## config.mk

```make
export PLATFORM = sky130hd
export DESIGN_NAME = meas_start_gen
export DESIGN_NICKNAME = d
export VERILOG_FILES = /design/src/rtl/meas_start_pkg.sv /design/src/rtl/meas_start_ctrl.sv /design/src/rtl/meas_start_delay.sv /design/src/rtl/meas_start_gen.sv
export SDC_FILE = /design/constraint.sdc
export NUM_CORES = 1
export LEC_CHECK = 0
export CAP_MARGIN = 20
export CORE_UTILIZATION = 50
export CTS_CLUSTER_DIAMETER = 30
export DETAILED_ROUTE_END_ITERATION = 10
export GPL_TIMING_DRIVEN = 1
export PLACE_DENSITY = 0.76
export SLEW_MARGIN = 10
export SYNTH_ARGS = -nofsm -noshare
export SYNTH_HDL_FRONTEND = slang
export SYNTH_HIERARCHICAL = 1
export SYNTH_SLANG_ARGS = --single-unit
```

## constraint.sdc

```tcl
create_clock -name clk -period 4.7 [get_ports clk]
set_input_delay 0.705 -clock clk [delete_from_list [all_inputs] [get_ports clk]]
set_output_delay 0.705 -clock clk [all_outputs]
set_load 0.02 [all_outputs]
```

## src/rtl/meas_start_pkg.sv

```systemverilog
package meas_start_pkg;
  // Strobes from the control half to the delay datapath.
  typedef struct packed {
    logic clear;   // block inactive: drop pending delay and output
    logic launch;  // firing sync event: start a delay with current offset
  } ctrlStrobe_t;
endpackage

```

## src/rtl/meas_start_ctrl.sv

```systemverilog
module meas_start_ctrl
  import meas_start_pkg::*;
#(
  parameter int NUM_SRC = 4,
  parameter int SEL_W   = 2,
  parameter int DIV_W   = 8
) (
  input  logic               clk,
  input  logic               rstN,
  input  logic               pllReady,
  input  logic               cfgEnable,
  input  logic [SEL_W-1:0]   cfgSelect,
  input  logic [DIV_W-1:0]   cfgDivide,
  input  logic [NUM_SRC-1:0] syncIn,
  input  logic               dpBusy,
  output ctrlStrobe_t        strobe
);
  logic             active;
  logic             selSync;
  logic             accept;
  logic             fireNow;
  logic [DIV_W-1:0] divCnt;
  logic [DIV_W-1:0] reload;

  assign active = cfgEnable & pllReady;

  always_comb begin
    selSync = 1'b0;
    for (int i = 0; i < NUM_SRC; i++) begin
      if (cfgSelect == SEL_W'(i)) selSync = syncIn[i];
    end
  end

  // Events during a pending delay are discarded completely.
  assign accept  = active & selSync & ~dpBusy;
  assign fireNow = accept & (divCnt == '0);
  // Remaining events to skip after a firing one; factor 0 acts as 1.
  assign reload  = (cfgDivide == '0) ? '0 : cfgDivide - DIV_W'(1);

  always_ff @(posedge clk or negedge rstN) begin
    if (!rstN) begin
      divCnt <= '0;
    end else if (!active) begin
      divCnt <= '0;
    end else if (accept) begin
      if (divCnt == '0) divCnt <= reload;
      else              divCnt <= divCnt - DIV_W'(1);
    end
  end

  assign strobe.clear  = ~active;
  assign strobe.launch = fireNow;
endmodule

```

## src/rtl/meas_start_delay.sv

```systemverilog
module meas_start_delay
  import meas_start_pkg::*;
#(
  parameter int OFF_W = 16
) (
  input  logic             clk,
  input  logic             rstN,
  input  ctrlStrobe_t      strobe,
  input  logic [OFF_W-1:0] cfgOffset,
  output logic             busy,
  output logic             startPulse
);
  logic [OFF_W-1:0] tickCnt;

  always_ff @(posedge clk or negedge rstN) begin
    if (!rstN) begin
      busy       <= 1'b0;
      tickCnt    <= '0;
      startPulse <= 1'b0;
    end else if (strobe.clear) begin
      busy       <= 1'b0;
      tickCnt    <= '0;
      startPulse <= 1'b0;
    end else if (strobe.launch) begin
      if (cfgOffset == '0) begin
        startPulse <= 1'b1;
      end else begin
        busy       <= 1'b1;
        tickCnt    <= cfgOffset;
        startPulse <= 1'b0;
      end
    end else if (busy) begin
      if (tickCnt == OFF_W'(1)) begin
        busy       <= 1'b0;
        startPulse <= 1'b1;
      end else begin
        startPulse <= 1'b0;
      end
      tickCnt <= tickCnt - OFF_W'(1);
    end else begin
      startPulse <= 1'b0;
    end
  end
endmodule

```

## src/rtl/meas_start_gen.sv

```systemverilog
module meas_start_gen
  import meas_start_pkg::*;
#(
  parameter int NUM_SRC = 4,
  parameter int SEL_W   = $clog2(NUM_SRC),
  parameter int DIV_W   = 8,
  parameter int OFF_W   = 16
) (
  input  logic               clk,
  input  logic               rstN,
  input  logic               pllReady,
  input  logic [NUM_SRC-1:0] syncIn,
  input  logic               cfgEnable,
  input  logic [SEL_W-1:0]   cfgSelect,
  input  logic [DIV_W-1:0]   cfgDivide,
  input  logic [OFF_W-1:0]   cfgOffset,
  output logic               startPulse
);
  ctrlStrobe_t ctrlStrobe;
  logic        dpBusy;

  meas_start_ctrl #(
    .NUM_SRC(NUM_SRC), .SEL_W(SEL_W), .DIV_W(DIV_W)
  ) i_ctrl (
    .clk(clk), .rstN(rstN), .pllReady(pllReady), .cfgEnable(cfgEnable),
    .cfgSelect(cfgSelect), .cfgDivide(cfgDivide), .syncIn(syncIn),
    .dpBusy(dpBusy), .strobe(ctrlStrobe)
  );

  meas_start_delay #(
    .OFF_W(OFF_W)
  ) i_delay (
    .clk(clk), .rstN(rstN), .strobe(ctrlStrobe), .cfgOffset(cfgOffset),
    .busy(dpBusy), .startPulse(startPulse)
  );
endmodule

```

[Word level (Yosys, flattened, before mapping)]
Cells that the tools add are included.
Word-level totals
  bits in registers: 26
  input port bits: 34
  output and inout port bits: 1
  word-level logic and storage cells: 46
Cells by class
  add/subtract/negate cells: 3
  eq/ne operators: 7
  multiplexer cells: 22
  bitwise gates (word level): 5
  reduce and logical (&&, ||, !) cells: 5
Operator list (count)
  16-bit two-way mux: 4
  8-bit two-way mux: 4
  16-bit by 1-bit equality test with 1-bit output, second input constant: 1
  16-bit zero test: 1
  8-bit zero test: 2
  16-bit by 1-bit subtractor with 16-bit output, second input constant: 1
  8-bit by 1-bit subtractor with 8-bit output, second input constant: 2
  1-bit two-way mux: 14
  1-bit AND: 4
  2-bit equality test, second input constant: 2
  3-bit by 2-bit inequality test with 1-bit output, second input constant: 1
  3-bit inequality test, second input constant: 1
  2-bit by 1-bit equality test with 1-bit output, second input constant: 1
  2-bit zero test: 1
  2-bit inequality test, second input constant: 1
  2-bit AND reduction: 1
  1-bit inverter: 1

[Logic depth before layout (Yosys ltp)]
  word-level depth: 10
  depth in mapped cells: 15
  depth with buffers taken out: 11

[Modules after synthesis]
Netlist, hierarchy kept.
By module, submodules not included
  meas_start_delay: times used 1, cells each 146, area an instance 1234.9 um^2, sequential area each 450.4 um^2
  meas_start_ctrl: times used 1, cells each 90, area an instance 797.0 um^2, sequential area each 200.2 um^2

[Worst setup path after synthesis]
No wires, ideal clock.
  path type: input to register
  from: in cfgSelect[0]
  to: reg i_delay.tickCnt[13]
  setup time: 121 ps
  data arrival time: 2737 ps
  required time: 4579 ps
  slack: 1842 ps
  stages on the path: 13
  path buffers: 5
  cell sequence: mux4_2 > and2_1 > buf_6 > nand3_1 > inv_1 > buf_4 > buf_6 > or2_1 > buf_6 > o22ai_2 > buf_6 > o31ai_1 > a22o_1
On the way
  longest elaborated chain between the ends: 10
  elaborated cells between the ends (all ways): 16
  those cells by class: 5 x eq/ne; 6 x mux; 3 x bitwise; 2 x reduce/logical
Ends and longest elaborated chain
  from (decl): line meas_start_gen.sv:14  | input logic [SEL_W-1:0] cfgSelect,
  2-bit zero test: line meas_start_ctrl.sv:30  | if (cfgSelect == SEL_W'(i)) selSync = syncIn[i];
  1-bit two-way mux (3 in a row): line meas_start_ctrl.sv:30
  1-bit two-way mux *: line meas_start_ctrl.sv:30
  1-bit AND * (2 in a row): line meas_start_ctrl.sv:35  | assign accept = active & selSync & ~dpBusy;
  1-bit AND *: line meas_start_ctrl.sv:36  | assign fireNow = accept & (divCnt == '0);
  net i_ctrl.fireNow: line meas_start_ctrl.sv:21  | logic fireNow;
  3-bit inequality test (no source line) (tied with other cells)
  2-bit AND reduction (no source line) / 16-bit two-way mux (equally long branches)
  to (signal assigned): line meas_start_delay.sv:29  | tickCnt <= cfgOffset;
  to (signal assigned): line meas_start_delay.sv:39  | tickCnt <= tickCnt - OFF_W'(1);
  to (decl): line meas_start_delay.sv:13  | logic [OFF_W-1:0] tickCnt;
Mark *: on every way through the listed nets, which the timed path passes. The rest lies on a longest branch.
A chain may end at the register's enable or synchronous reset.

==> results by group <==
CTS
  • Post-cts resize count: 0
  • Clk_lat worst skew: 0.27 ns
  • Num CTS Buffers: 3
  • CTS tree: built
  • Clock sink count: 26
  • CTS max path bufs: 2
  • H-tree lvl count: 1
  • CTS root buf: clkbuf_8
  • Hold buffer count at CTS: 0
  • Worst-path clk slew: 0.09 ns
  • Postcts setup bufs: 0

Finish
  • Area grow syn2layout: 18.3%
  • Final instance area: 2400 sq um
  • Ant. Diodes: 0
  • Nets: 307
  • Final-layout fill cell count: 321
  • Fraction of layout cells with a size suffix above 1: 7.55%
  • Post-route insts no fill: 313

Setup path
  • Buffers plus inverters on the worst setup path: 3
  • Setup CP Type: in -> reg
  • Required @ worst endpoint: 4.86 ns
  • CP Capture Type: register
  • Critical Path, Cell by Cell: clkdlybuf4s50_1, mux4_2, and2_1, nand3_1, inv_1, or2_1, o22ai_2, buf_4, o31ai_1, a22o_1
  • R2R Path Start: i_ctrl/divCnt[0]
  • R2r setup slk: 1.44 ns
  • Reg2Reg Capture Point: i_delay/tickCnt[13]
  • WP data arrival: 3.51 ns
  • R2R cell count: 12
  • Crit-path slowest cell: mux4_2
  • Max incr delay on CP: 0.53 ns
  • Critical path's top delay family: buffers and inverters
  • CP startpoint kind: input port
  • Crit-path max FO: 19

Placement
  • Placer Congestion: 0.931
  • Post-detail-place hpwl: 3920 um
  • Post-Place Cells: 310
  • Placed instance area: 2360 sq um
  • Port buffer count: 34

Global routing
  • Largest net degree at the start of global routing: 27
  • Layer with the highest usage: met2
  • Vias in the first global route: 1909
  • Global Route Usage Sum: 26.1%
  • Grt total ovfl: 0
  • GR Util met1: 31.0%
  • GRT met2 Usage: 46.6%
  • First-pass GRT wire length: 8690 um
  • Met3 Use GR: 3.99%
  • Initial antenna violation count: 0

Logic synthesis
  • Post-synthesis sequential area ratio: 32.0%
  • Net Count, Synth: 276
  • Dominant cell type by area after synthesis: dfrtp_1
  • Yosys warns: 6
  • Mapped Area: 2030 sq um
  • Asr flop ratio synth: 100%
  • Yosys cell types: 59
  • Area share of the largest cell type after synthesis: 32.0%
  • Largest cells by area after synthesis: dfrtp_1 (32%), o21ai_0 (4.9%), a21oi_1 (3.9%)
  • Most used DFF post-synth: dfrtp_1
  • Syn Area/Cell: 8.61 sq um
  • Post-synth EDFFs: 0
  • Synthesized flop and latch total: 26
  • Post-Syn Instances: 236

Die
  • # rows: 22
  • Top Ports: 35
  • Die ar.: 4320 sq um
  • Die outline width: 65.8 um
  • Core Region: 3770 sq um
  • Initial Util: 53.9%
  • Die Ht: 65.8 um

Routing
  • DRC: 0
  • Wire length per cell: 16.4 um
  • Via count: 1982
  • Post-route ant nets: 0
  • Final Routed Wirelength: 5130 um
  • Drt pass-1 iters: 5
  • Via density: 6.33
  • Number of DRC markers in iteration 0: 204

Pwr
  • Worst vdd ir: 137 uV
  • Overall power: 735 uW
  • P per Cell Area: 306 nW/um^2
  • Leakage: 0.949 nW

Status
  • Status: finished, final reports clean

Min path
  • Hold crit path type: reg -> reg
  • Worst hold path stage count: 2
  • HP Start: i_delay/tickCnt[12]
  • Hold-critical path endpoint: i_delay/tickCnt[12]

Timing
  • Final setup violation count: 0
  • F_max: 299 MHz
  • Worst slew margin: 60.2%
  • Final worst path period need: 3.35 ns
  • Hold violation count in the final report: 0
  • Worst-Margin Slew: 0.596 ns
  • Setup TNS: 0 ns
  • Hold slack: 0.518 ns
  • RSZ-0062 raised after global routing: no
  • Final worst-path cycle share: 71.2%
  • Clock skew: 0.00617 ns
  • Slew Limit Fails: 0

Run
  • Maximum capacitance violations: 0
power breakdown:
part	switching, mW	total (mW)	internal (mW)	leakage, nW
Sequential	0.0363	0.287	0.250	0.354
Clock	0.0669	0.124	0.0574	0.0216
Combinational	0.181	0.324	0.143	0.574
state kept, by name, summed over array words and instances, names as in the netlist:
register and flops:
i_delay/tickCnt 16, i_ctrl/divCnt 8, i_delay/busy 1, i_delay/startPulse 1
cell usage in the layout, fill, tap and decap left out, drive strengths merged, types with 5 or more instances in the layout:
cell type | synthesis | final
dfrtp | 26 | 26
nand3 | 5 | 5
nor2 | 18 | 18
a21oi | 16 | 16
inv | 15 | 15
clkdlybuf4s50 | 0 | 34
o21ai | 34 | 34
o31ai | 7 | 7
ha | 6 | 6
nand2 | 11 | 11
nor4 | 8 | 8
a22oi | 5 | 5
nor3 | 11 | 11
through the flow:
step / setup slack [ns] / utilization, %
after floorplan: 1.84 / -
after global placement: 1.21 / 62.7
after detailed placement: 1.12 / 62.7
after CTS: 1.39 / 63.8
after global routing: 1.15 / 63.8
final: 1.35 / 63.8
tightest hold or removal path: stages (launching register included):
cell and delay, ns:
dfrtp_1 0.35, o21ai_0 0.07, o21ai_0 0.06
cells in the mapped netlist (all sizes together), types with 2 or more instances:
master / number
buf: 7
nor4: 8
o21a: 2
o21ai: 34
a22o: 2
nand4: 2
o41a: 2
nor2: 18
and3: 2
or4: 4
clkbuf: 4
nor4b: 2
a21oi: 16
or3: 2
nor3: 11
o31a: 4
a41oi: 2
inv: 15
nand2: 11
a31oi: 2
ha: 6
or3b: 2
nand3: 5
o211ai: 3
o31ai: 7
a22oi: 5
nor3b: 4
or2: 2
and2: 4
a211oi: 3
xor2: 2
dfrtp: 26
how the worst max path moves through the flow:
stage / depth (start not counted) / startpoint / end / slack, ns
6_report: 10 / cfgSelect[0] / i_delay/tickCnt[13] / 1.35
5_1_grt: 11 / i_ctrl/divCnt[0] / i_delay/tickCnt[4] / 1.15
4_1_cts: 10 / cfgSelect[0] / i_delay/tickCnt[13] / 1.39
3_5_place_dp: 10 / cfgSelect[0] / i_delay/tickCnt[13] / 1.12
3_3_place_gp: 10 / cfgSelect[0] / i_delay/tickCnt[13] / 1.21
2_1_floorplan: 13 / cfgSelect[0] / i_delay/tickCnt[13] / 1.84
kinds of logic (layout without fill, tap and decap cells):
| group | after synthesis | in the layout | share of synthesized area, % |
|---|---|---|---|
| compound gates | 92 | 92 | 30.5 |
| xor+xnor | 2 | 2 | 0.862 |
| fa+ha+maj | 6 | 6 | 3.69 |
| buf+inv | 26 | 55 | 7.27 |
| flops | 26 | 26 | 32.0 |
| mux | 2 | 2 | 1.60 |
| simple gates | 82 | 82 | 24.0 |
cell type report:
type / count / area, sq um / share of cell area (%)
tap: 48 / 60.1 / 2.50
inverter: 15 / 56.3 / 2.34
multi-input combinational: 184 / 1230 / 51.3
clock buffer: 3 / 41.3 / 1.72
timing repair buffer: 37 / 363 / 15.1
sequential: 26 / 651 / 27.1
per-layer routing:
| layer | routed length (um) | vias up | share of wire, % |
|---|---|---|---|
| li1 | - | 962 | - |
| met1 | 2150 | 941 | 42 |
| met2 | 2620 | 68 | 51 |
| met3 | 240 | 11 | 4.7 |
| met4 | 120 | 0 | 2.3 |
| met5 | 0 | - | 0 |
Note: power is estimated with default switching activity, not from simulation.
